## config.mk

```make
export PLATFORM = sky130hd
export DESIGN_NAME = agc_gain_ctrl
export DESIGN_NICKNAME = d
export VERILOG_FILES = /design/src/rtl/agc_pkg.sv /design/src/rtl/agc_base_decode.sv /design/src/rtl/agc_step_timer.sv /design/src/rtl/agc_ladder.sv /design/src/rtl/agc_gain_ctrl.sv
export SDC_FILE = /design/constraint.sdc
export NUM_CORES = 1
export LEC_CHECK = 0
export CORE_MARGIN = 10
export CORE_UTILIZATION = 45
export DETAILED_ROUTE_END_ITERATION = 6
export DONT_BUFFER_PORTS = 1
export GPL_TIMING_DRIVEN = 0
export PLACE_DENSITY = 0.72
export RECOVER_POWER = 100
export REMOVE_ABC_BUFFERS = 1
export SLEW_MARGIN = 20
export SYNTH_ARGS = -nofsm -noshare
export SYNTH_HDL_FRONTEND = slang
export SYNTH_SLANG_ARGS = --single-unit
```

## constraint.sdc

```tcl
create_clock -name clk -period 2.65 [get_ports clk]
set_input_delay 0.265 -clock clk [delete_from_list [all_inputs] [get_ports clk]]
set_output_delay 0.265 -clock clk [all_outputs]
set_load 0.01 [all_outputs]
```

## src/rtl/agc_pkg.sv

```systemverilog
package agc_pkg;
  localparam int GAIN_W = 7;
  typedef logic [GAIN_W-1:0] gain_t;

  function automatic gain_t base_code(input logic [1:0] sel);
    case (sel)
      2'b00:   base_code = gain_t'(40);
      2'b01:   base_code = gain_t'(52);
      2'b10:   base_code = gain_t'(64);
      default: base_code = gain_t'(72);
    endcase
  endfunction
endpackage

```

## src/rtl/agc_base_decode.sv

```systemverilog
module agc_base_decode
  import agc_pkg::*;
(
  input  logic       clk,
  input  logic       rst_n,
  input  logic [1:0] sel_i,
  output logic       chg_o,
  output gain_t      base_o
);
  logic [1:0] sel_q;

  always_ff @(posedge clk) begin
    if (!rst_n) sel_q <= 2'b00;
    else        sel_q <= sel_i;
  end

  assign chg_o  = (sel_i != sel_q);
  assign base_o = base_code(sel_q);

  p_base_legal_r2: assert property (@(posedge clk) disable iff (!rst_n)
    (base_o == gain_t'(40) || base_o == gain_t'(52) ||
     base_o == gain_t'(64) || base_o == gain_t'(72)));
endmodule

```

## src/rtl/agc_step_timer.sv

```systemverilog
module agc_step_timer #(
  parameter int N = 4
) (
  input  logic clk,
  input  logic rst_n,
  input  logic tick_i,
  input  logic en_i,
  input  logic clr_i,
  output logic fire_o
);
  localparam int CW = (N > 1) ? $clog2(N) : 1;
  logic [CW-1:0] cnt_q;
  logic          adv;

  assign adv    = en_i && tick_i && !clr_i;
  assign fire_o = adv && (cnt_q == CW'(N - 1));

  always_ff @(posedge clk) begin
    if (!rst_n || clr_i) cnt_q <= '0;
    else if (adv)        cnt_q <= fire_o ? '0 : cnt_q + 1'b1;
  end

  p_fire_needs_tick_r9: assert property (@(posedge clk) disable iff (!rst_n)
    fire_o |-> (tick_i && en_i));
  p_clear_holds_r8: assert property (@(posedge clk) disable iff (!rst_n)
    clr_i |=> (cnt_q == '0));
endmodule

```

## src/rtl/agc_ladder.sv

```systemverilog
module agc_ladder #(
  parameter int STEPS = 32,
  localparam int IW = $clog2(STEPS)
) (
  input  logic          clk,
  input  logic          rst_n,
  input  logic          zero_i,
  input  logic          up_i,
  input  logic          dn_i,
  output logic [IW-1:0] idx_o
);
  localparam logic [IW-1:0] TOP = IW'(STEPS - 1);
  logic [IW-1:0] idx_q;

  always_ff @(posedge clk) begin
    if (!rst_n || zero_i)          idx_q <= '0;
    else if (up_i && idx_q != TOP) idx_q <= idx_q + 1'b1;
    else if (dn_i && idx_q != '0)  idx_q <= idx_q - 1'b1;
  end

  assign idx_o = idx_q;

  p_zero_on_clear_r6: assert property (@(posedge clk) disable iff (!rst_n)
    zero_i |=> (idx_q == '0));
  p_unit_move_r3: assert property (@(posedge clk) disable iff (!rst_n)
    !zero_i |=> (idx_q == $past(idx_q) || idx_q == $past(idx_q) + 1'b1 ||
                 idx_q + 1'b1 == $past(idx_q)));
  p_top_sat_r5: assert property (@(posedge clk) disable iff (!rst_n)
    (idx_q == TOP && !dn_i && !zero_i) |=> (idx_q == TOP));
  p_bot_sat_r5: assert property (@(posedge clk) disable iff (!rst_n)
    (idx_q == '0 && !up_i) |=> (idx_q == '0));
endmodule

```

## src/rtl/agc_gain_ctrl.sv

```systemverilog
module agc_gain_ctrl
  import agc_pkg::*;
#(
  parameter int STEPS     = 32,
  parameter int ATK_TICKS = 1,
  parameter int REL_TICKS = 430,
  localparam int IW = $clog2(STEPS)
) (
  input  logic              clk,
  input  logic              rst_n,
  input  logic              tick_i,
  input  logic [1:0]        gain_sel_i,
  input  logic              over_limit_i,
  input  logic              agc_off_i,
  output logic [GAIN_W-1:0] gain_code_o,
  output logic [IW-1:0]     att_idx_o
);
  logic  sel_chg, atk_fire, rel_fire, flush;
  gain_t base;

  agc_base_decode u_dec (
    .clk(clk), .rst_n(rst_n), .sel_i(gain_sel_i), .chg_o(sel_chg), .base_o(base)
  );

  assign flush = agc_off_i || sel_chg;

  agc_step_timer #(.N(ATK_TICKS)) u_atk (
    .clk(clk), .rst_n(rst_n), .tick_i(tick_i),
    .en_i(over_limit_i && !agc_off_i),
    .clr_i(!over_limit_i || flush), .fire_o(atk_fire)
  );

  agc_step_timer #(.N(REL_TICKS)) u_rel (
    .clk(clk), .rst_n(rst_n), .tick_i(tick_i),
    .en_i(!over_limit_i && !agc_off_i),
    .clr_i(over_limit_i || flush), .fire_o(rel_fire)
  );

  agc_ladder #(.STEPS(STEPS)) u_lad (
    .clk(clk), .rst_n(rst_n), .zero_i(flush),
    .up_i(atk_fire), .dn_i(rel_fire), .idx_o(att_idx_o)
  );

  assign gain_code_o = base - GAIN_W'(att_idx_o);

  p_off_forces_zero_r7: assert property (@(posedge clk) disable iff (!rst_n)
    agc_off_i |=> (att_idx_o == '0));
  p_idle_no_tick_r9: assert property (@(posedge clk) disable iff (!rst_n)
    (!tick_i && !flush) |=> $stable(att_idx_o));
  p_one_direction_r8: assert property (@(posedge clk) disable iff (!rst_n)
    !(atk_fire && rel_fire));
  p_reset_state_r1: assert property (@(posedge clk)
    !rst_n |=> (!rst_n -> (att_idx_o == '0 && gain_code_o == GAIN_W'(40))));
endmodule

```

==> summary.md, run 1 <==
| Metric | Value |
|---|---|
| Status | `finished, final reports clean` |
| WP data arrival | `2740 ps` |
| Worst slew margin | `46.2%` |
| First-pass GRT wire length | `4.00 mm` |
| Final Max Slew Viols | `0` |
| CTS tree | `yes` |
| Overflow after GRT | `0` |
| Crit path time final | `2560 ps` |
| Synthesized instance count | `130` |
| DP Worst Slack | `-224 ps` |
| Clock Sink Count | `17` |
| Crit Reg-Reg Endpoint | `u_lad.idx_o[4]` |
| Crit Path Max Fanout | `4` |
| Vias per std cell | `5.53` |
| Die footprint | `0.00504 mm2` |
| Ant diodes | `0` |
| RSZ-0062 raised after global routing | `no` |
| Final antenna-violating net count | `0` |
| Fmax | `0.391 GHz` |
| Worst path bufs/invs | `0` |
| Synthesis-to-finish area growth | `7.91%` |
| Worst path max stage delay | `430 ps` |
| Fillers | `256` |
| Via count | `912` |
| Area of the core | `0.00248 mm2` |
| Reg2reg setup slack | `90 ps` |
| Hold path depth | `1` |
| Worst min-delay path startpoint | `over_limit_i` |
| Total Routing Usage GR | `9.44%` |
| Pwr dens | `372 mW/mm2` |
| Max IR drop VDD | `0.393 mV` |
| Vias in the first global route | `903` |
| Mapped Area | `0.00117 mm2` |
| CP Cell Sequence | `xor2_1 > nor4b_4 > nand2_2 > fa_1 > a21o_1 > a21o_1 > a21o_1 > a21oi_2 > mux2_4` |
| DIE HEIGHT | `71.0 um` |
| Critical path class | `flip-flop to flip-flop` |
| Layout Nets | `159` |
| Final GP Congestion | `0.802` |
| I/O Buffers | `0` |
| Wire per inst | `14.2 um` |
| Fraction of layout cells with a size suffix above 1 | `13.3%` |
| Max_cap viols | `0` |
| Most used cell along the critical path | `a21o_1` |
| Clock Skews | `3.31 ps` |
| Initial Utilization | `47.2%` |
| Leakage power | `0.512 nW` |
| CP required | `2830 ps` |
| H-Tree Depth | `1` |
| Drc violations | `0` |
| Register clock-pin slew on the reported worst setup and hold paths | `90 ps` |
| Critical path's top delay family | `compound AO/OA/AOI/OAI gates` |
| Final-report setup violation count | `0` |
| Worst slew pin tran | `799 ps` |
| I/O Pins | `19` |
| Synth Register Bits | `17` |
| Class of the worst hold path | `input pin to flip-flop` |
| R2r startpoint | `u_dec.sel_q[1]` |
| Depth of the most critical reg-to-reg path | `9` |
| Clock Tree Buf Depth | `2` |
| TritonCTS Buffers | `3` |
| Yosys cell types | `31` |
| Largest net degree at the start of global routing | `10` |
| Die width | `71.0 um` |
| PnR worst setup slack | `94.4 ps` |
| Most frequent cells in the layout | `nor2_1 (18), ha_1 (15), dfxtp_1 (13)` |
| Worst path slowest cell | `fa_1` |
| Final period utilization | `96.4%` |
| DR iter-0 viols | `36` |
| Post-Syn Area per Cell | `9.00 um2` |
| Row cnt | `18` |
| Total routed wirelength | `2.34 mm` |
| Final hold violation count | `0` |
| Hold Path End | `u_rel.cnt_q[1]` |
| Worst hold slack | `39.6 ps` |
| CP Launch Type | `flip-flop` |
| Clock root buffer | `clkbuf_4` |
| First-pass DRT Iterations | `4` |
| Post-synthesis sequential area ratio | `29.1%` |
| Initial antenna violation count | `0` |
| Placed wire-length estimate | `1.84 mm` |
| Ys Warns | `0` |
| Crit. End Element | `flip-flop` |
| Commonest non-fill, non-tap cell in the layout | `nor2_1` |
| Latest clock arrival within the worst-skew pair | `290 ps` |
==> cell usage after synthesis <==
cell type | number | area share, %
a211o_1 | 1 | 0.75
a211oi_1 | 3 | 1.9
a21o_1 | 4 | 2.6
a21oi_1 | 4 | 1.7
a21oi_2 | 1 | 0.75
a31oi_1 | 1 | 0.54
and2_1 | 2 | 1.1
and3_1 | 3 | 1.6
and3b_1 | 1 | 0.75
buf_4 | 1 | 0.64
dfxtp_1 | 17 | 29
fa_1 | 1 | 1.7
ha_1 | 15 | 16
inv_1 | 10 | 3.2
mux2_4 | 1 | 1.3
mux2i_1 | 3 | 2.6
nand2_1 | 6 | 1.9
nand3_1 | 4 | 1.7
nand3b_1 | 1 | 0.64
nand4_1 | 1 | 0.54
nand4b_1 | 3 | 2.2
nor2_1 | 18 | 5.8
nor2b_1 | 1 | 0.54
nor3_1 | 3 | 1.3
nor4_1 | 3 | 1.6
nor4b_1 | 1 | 0.75
nor4b_4 | 1 | 2.0
o21ai_2 | 1 | 0.75
o21bai_1 | 2 | 1.3
xnor2_1 | 5 | 3.7
xor2_1 | 12 | 9.0
==> kinds of logic (layout without fill, tap and decap cells) <==
logic type	count (synthesis)	after routing	share of synthesized area, %
AOI/OAI and AO/OA	17	17	10.3
xor gates and xnor gates	17	17	12.7
adders and majority gates	16	16	17.8
buffers and inverters	11	16	3.85
DFF	17	17	29.1
muxes	4	4	3.85
and+or+nand+nor	48	48	22.5
==> sequential cells by signal (all words and copies together) (netlist names) <==
register     flops
u_atk.cnt_q      1
u_lad.idx_o      5
u_dec.sel_q      2
u_rel.cnt_q      9
==> worst max-delay path by stage <==
stage | from | end | slack, ps | depth (start not counted)
2_1_floorplan | u_dec.sel_q[1] | u_lad.idx_o[4] | 40 | 9
3_3_place_gp | u_dec.sel_q[1] | u_lad.idx_o[4] | -140 | 9
3_5_place_dp | u_dec.sel_q[1] | u_lad.idx_o[4] | -220 | 9
4_1_cts | u_dec.sel_q[0] | gain_code_o[6] | 10 | 9
5_1_grt | u_dec.sel_q[1] | gain_code_o[6] | 2 | 9
6_report | u_dec.sel_q[1] | u_lad.idx_o[4] | 90 | 9
==> where the power goes <==
group,switching [W],leakage [nW],internal [W]
Sequential,0.00000282,0.139,0.000257
Combinational,0.0000431,0.358,0.0000290
Clock,0.0000786,0.0150,0.0000586
==> per-layer routing <==
metal | up-vias | GRT usage, % | part of all wire (%)
met1 | 434 | 9.63 | 39
li1 | 458 | - | -
met2 | 16 | 16.6 | 52
met5 | - | 0 | 0
met4 | 0 | 4.73 | 1.8
met3 | 4 | 3.35 | 6.8
==> through the flow <==
step	cell area, um2	utilization (%)	instances	total power [W]	setup TNS, ps
after global routing	1260	51.0	165	0.000500	0
after detailed placement	1200	48.4	159	0.000333	-224
final	1260	51.0	165	0.000470	0
after global placement	1200	48.4	159	0.000329	-137
after floorplan	1160	-	129	0.000322	0
after CTS	1240	50.2	164	0.000474	0
==> area by class of cell <==
| class | count | area, um2 | area share [%] |
|---|---|---|---|
| inverter | 10 | 37.5 | 2.97 |
| timing repair buffer | 2 | 15.0 | 1.19 |
| clock buffer | 4 | 26.3 | 2.08 |
| multi-input combinational | 102 | 801 | 63.4 |
| tap | 30 | 37.5 | 2.97 |
| sequential | 17 | 345 | 27.4 |
==> worst register-to-register path, cell delays in order, from the launching register on <==
cell and delay, ps:
dfxtp_2 350, xor2_1 220, nor4b_4 340, nand2_2 140
fa_1 430, a21o_1 190, a21o_1 190, a21o_1 160
a21oi_2 130, mux2_4 300
==> repair_timing <==
action                                  in CTS  in global routing
setup buffers                                1                  1
gates resized for setup                      4                  5
hold buffers                                 0                  0
hold endpoints to repair                     0                  0
gates cloned                                 0                  0
endpoints found under the setup margin       2                  3
pin swaps                                    1                  3
Note: power is estimated with default switching activity, not from simulation.
==> run 2: changes to the inputs <==
--- a/config.mk
+++ b/config.mk
@@ -5,15 +5,15 @@
 export SDC_FILE = /design/constraint.sdc
 export NUM_CORES = 1
 export LEC_CHECK = 0
+export ABC_AREA = 1
 export CORE_MARGIN = 10
 export CORE_UTILIZATION = 45
 export DETAILED_ROUTE_END_ITERATION = 6
 export DONT_BUFFER_PORTS = 1
 export GPL_TIMING_DRIVEN = 0
-export PLACE_DENSITY = 0.72
+export PLACE_DENSITY = 0.7
 export RECOVER_POWER = 100
 export REMOVE_ABC_BUFFERS = 1
-export SLEW_MARGIN = 20
 export SYNTH_ARGS = -nofsm -noshare
 export SYNTH_HDL_FRONTEND = slang
 export SYNTH_SLANG_ARGS = --single-unit
==> constraint.sdc (replaced) <==
create_clock -name clk -period 2.4 [get_ports clk]
set_input_delay 0.24 -clock clk [delete_from_list [all_inputs] [get_ports clk]]
set_output_delay 0.24 -clock clk [all_outputs]
set_load 0.01 [all_outputs]
==> run 2 against run 1 <==
Die area increased by 9.5%. Flip-flop and latch count unchanged. Area after synthesis increased by 13%. Wire length increased by 20%. Design area increased by 17%. Utilization increased by 2.3 points. Non-clock buffer count increased by 3.
==> summary.md, run 2 <==
| Metric | Value |
|---|---|
| Crit Path Max Fanout | `5 (+1)` |
| Layout Nets | `212 (+33%)` |
| Placed wire-length estimate | `2.16 mm (+17%)` |
| Ys async rst share | `0% (unchanged)` |
| DR iter-0 viols | `55 (+53%)` |
| Yosys cell types | `32 (+3.2%)` |
| Leakage power | `0.657 nW (+28%)` |
| Initial Utilization | `47.7% (+0.46 points)` |
| Fmax | `0.435 GHz` |
| Mux cell area share after synthesis | `0% (-3.9 points)` |
| WL met3 | `156 um (-1.9%)` |
| Register clock-pin slew on the reported worst setup and hold paths | `110 ps (+20 ps)` |
| Post-synthesis sequential area ratio | `25.7% (-3.4 points)` |
| Area leader, netlist | `dfxtp_1` |
| Synth top area cells | `dfxtp_1 (26%), ha_1 (14%), nand2_1 (7.9%)` |
| Number of synthesized flops with an enable pin | `0 (unchanged)` |
| WP data arrival | `2060 ps (-680 ps)` |
| Max IR drop VDD | `0.270 mV (-31%)` |
| I/O Buffers | `0 (unchanged)` |
| Via count | `1122 (+23%)` |
| First-pass GRT wire length | `4.72 mm (+18%)` |
| Final GP Congestion | `0.789 (-1.6%)` |
| Final period utilization | `95.9%` |
| Synth Area in Simple Gates | `30.3% (+7.8 points)` |
| Total Routing Usage GR | `10.6% (+1.2 points)` |
| Xor/xnor share of the synthesized area | `7.26% (-5.5 points)` |
| Top reg by flops | `u_rel.cnt_q` |
| I/O Pins | `19 (unchanged)` |
| Clock Skews | `8.13 ps (+4.82 ps)` |
| Vias in the first global route | `1064 (+18%)` |
| Die width | `74.3 um (+4.7%)` |
| Clock Tree Buf Depth | `2 (unchanged)` |
| Highest Signal Layer | `met4` |
| Wl on met1 | `1.19 mm (+30%)` |
| Die footprint | `0.00552 mm2 (+9.5%)` |
| Wire per inst | `12.9 um (-9.5%)` |
| Total routed wirelength | `2.82 mm (+20%)` |
| Pwr dens | `376 mW/mm2 (+1.0%)` |
| Vias per std cell | `5.12 (-7.3%)` |
| Final-report setup violation count | `0 (unchanged)` |
| Top-count cell post-synth | `nand2_1` |
| Crit path time final | `2300 ps` |
| Latest clock arrival within the worst-skew pair | `310 ps (+20 ps)` |
| Largest family of logic cells by synthesized area | `simple AND/OR/NAND/NOR gates` |
| Final Max Slew Viols | `0 (unchanged)` |
| Mapped Area | `0.00133 mm2 (+13%)` |
| H-Tree Depth | `1 (unchanged)` |
| Area of the core | `0.00278 mm2 (+12%)` |
| Synthesis-to-finish area growth | `11.7%` |
| Ys Warns | `0 (unchanged)` |
| Post-Syn Area per Cell | `7.33 um2 (-19%)` |
| Crit. End Element | `output port` |
| Setup TNS | `0 ps (unchanged)` |
| Largest net degree at the start of global routing | `14 (+4)` |
| Class of the worst hold path | `input pin to flip-flop` |
| Max_cap viols | `0 (unchanged)` |
| Row cnt | `19 (+1)` |
| Worst slew margin | `74.4% (+28 points)` |
| Fraction of layout cells with a size suffix above 1 | `19.7% (+6.3 points)` |
| Max reg flops | `9 (unchanged)` |
| Hold-fix buffer count after cts | `0 (unchanged)` |
| Commonest non-fill, non-tap cell in the layout | `nand2_1` |
| Clock Sink Count | `17 (unchanged)` |
| Synth Register Bits | `17 (unchanged)` |
| Post-synth top area share | `25.7% (-3.4 points)` |
| CP required | `2160 ps (-670 ps)` |
| Compound-cell area share of the yosys netlist | `11.1% (+0.86 points)` |
| DIE HEIGHT | `74.3 um (+4.7%)` |
| Most frequent cells in the layout | `nand2_1 (29), inv_1 (26), nor2_1 (20)` |
| Overflow after GRT | `0 (unchanged)` |
| Critical path class | `flip-flop to output port` |
| Clock root buffer | `clkbuf_4` |
| Synth Area in Adders | `15.7% (-2.1 points)` |
| Met2 Wirelength | `1.42 mm (+16%)` |
| Synthesized instance count | `181 (+39%)` |
| Initial antenna violation count | `0 (unchanged)` |
| Post-layout utilization of the core | `53.3% (+2.3 points)` |
| Ant diodes | `0 (unchanged)` |
| Final hold violation count | `0 (unchanged)` |
| First-pass DRT Iterations | `4 (unchanged)` |
| CTS tree | `yes` |
| Status | `finished, final reports clean` |
| Reg2reg setup slack | `160 ps (+70 ps)` |
| Most used flip-flop cell after synthesis | `dfxtp_1` |
| Worst slew pin tran | `384 ps (-415 ps)` |
| Drc violations | `0 (unchanged)` |
| Synth cell count leaders | `nand2_1 (28), inv_1 (25), nor2_1 (20), dfxtp_1 (17), ha_1 (15)` |
| CP Launch Type | `flip-flop` |
| TritonCTS Buffers | `3 (unchanged)` |
| Final antenna-violating net count | `0 (unchanged)` |
-- run 2: cell families after synthesis --
family          Yosys count
simple gates             79
buf+inv                  34
compound gates           24
flops                    17
fa+ha+maj                16
xor+xnor                 11
-- run 2: layer usage --
layer / GRT usage [%] / up-vias
met2: 17.5 / 14
met5: 0 / -
met3: 4.26 / 5
met1: 11.9 / 516
met4: 4.27 / 0
li1: - / 587
-- run 2: final cells by class --
type / instances / area (um2)
clock buffer: 4 / 26.3
fill: 265 / 1300
inverter: 32 / 120
multi-input combinational: 130 / 911
sequential: 17 / 352
tap: 31 / 38.8
timing repair buffer: 5 / 33.8
-- run 2: critical path, cell delays in order, from the launching register on --
cell and delay [ps]:
dfxtp_4 390, inv_1 80, ha_1 300, inv_1 90, ha_4 220, a21oi_4 140, nand2_2 90, a211oi_4 260
xnor2_2 160
-- run 2: worst paths after layout --
| path | cells after the start | startpoint | to |
|---|---|---|---|
| max | 8 | u_dec.sel_q[0] | gain_code_o[6] |
| min | 2 | gain_sel_i[0] | u_dec.sel_q[0] |
| max reg2reg | 12 | u_lad.idx_o[0] | u_lad.idx_o[4] |
| min reg2reg | 2 | u_atk.cnt_q | u_atk.cnt_q |
-- run 2: repair_timing --
action,CTS,global route
gates resized for setup,3,15
hold endpoints to repair,0,0
cloned,0,0
buffers inserted,0,5
pin swaps,1,5
setup endpoints to repair,2,3
-- run 2: metrics by stage --
| step | area, um2 | setup slack [ps] | cells | total power, W | hold WS [ps] |
|---|---|---|---|---|---|
| global route | 1480 | -1.87 | 219 | 0.000592 | 4.17 |
| finish | 1480 | 99.1 | 219 | 0.000557 | 16.2 |
| global placement | 1350 | 46.6 | 210 | 0.000371 | 336 |
| detailed placement | 1350 | -44.8 | 210 | 0.000375 | 337 |
| CTS | 1390 | -45.0 | 214 | 0.000545 | 8.07 |
| floorplan | 1310 | 267 | 179 | 0.000361 | 333 |
-- run 2: report_power, final --
group | total (W) | switching, W | internal, W | leakage, nW
clock | 0.000167 | 0.000102 | 0.0000649 | 0.0150
sequential | 0.000286 | 0.00000335 | 0.000283 | 0.140
combinational | 0.000104 | 0.0000610 | 0.0000429 | 0.502
total | 0.000557 | 0.000166 | 0.000391 | 0.657
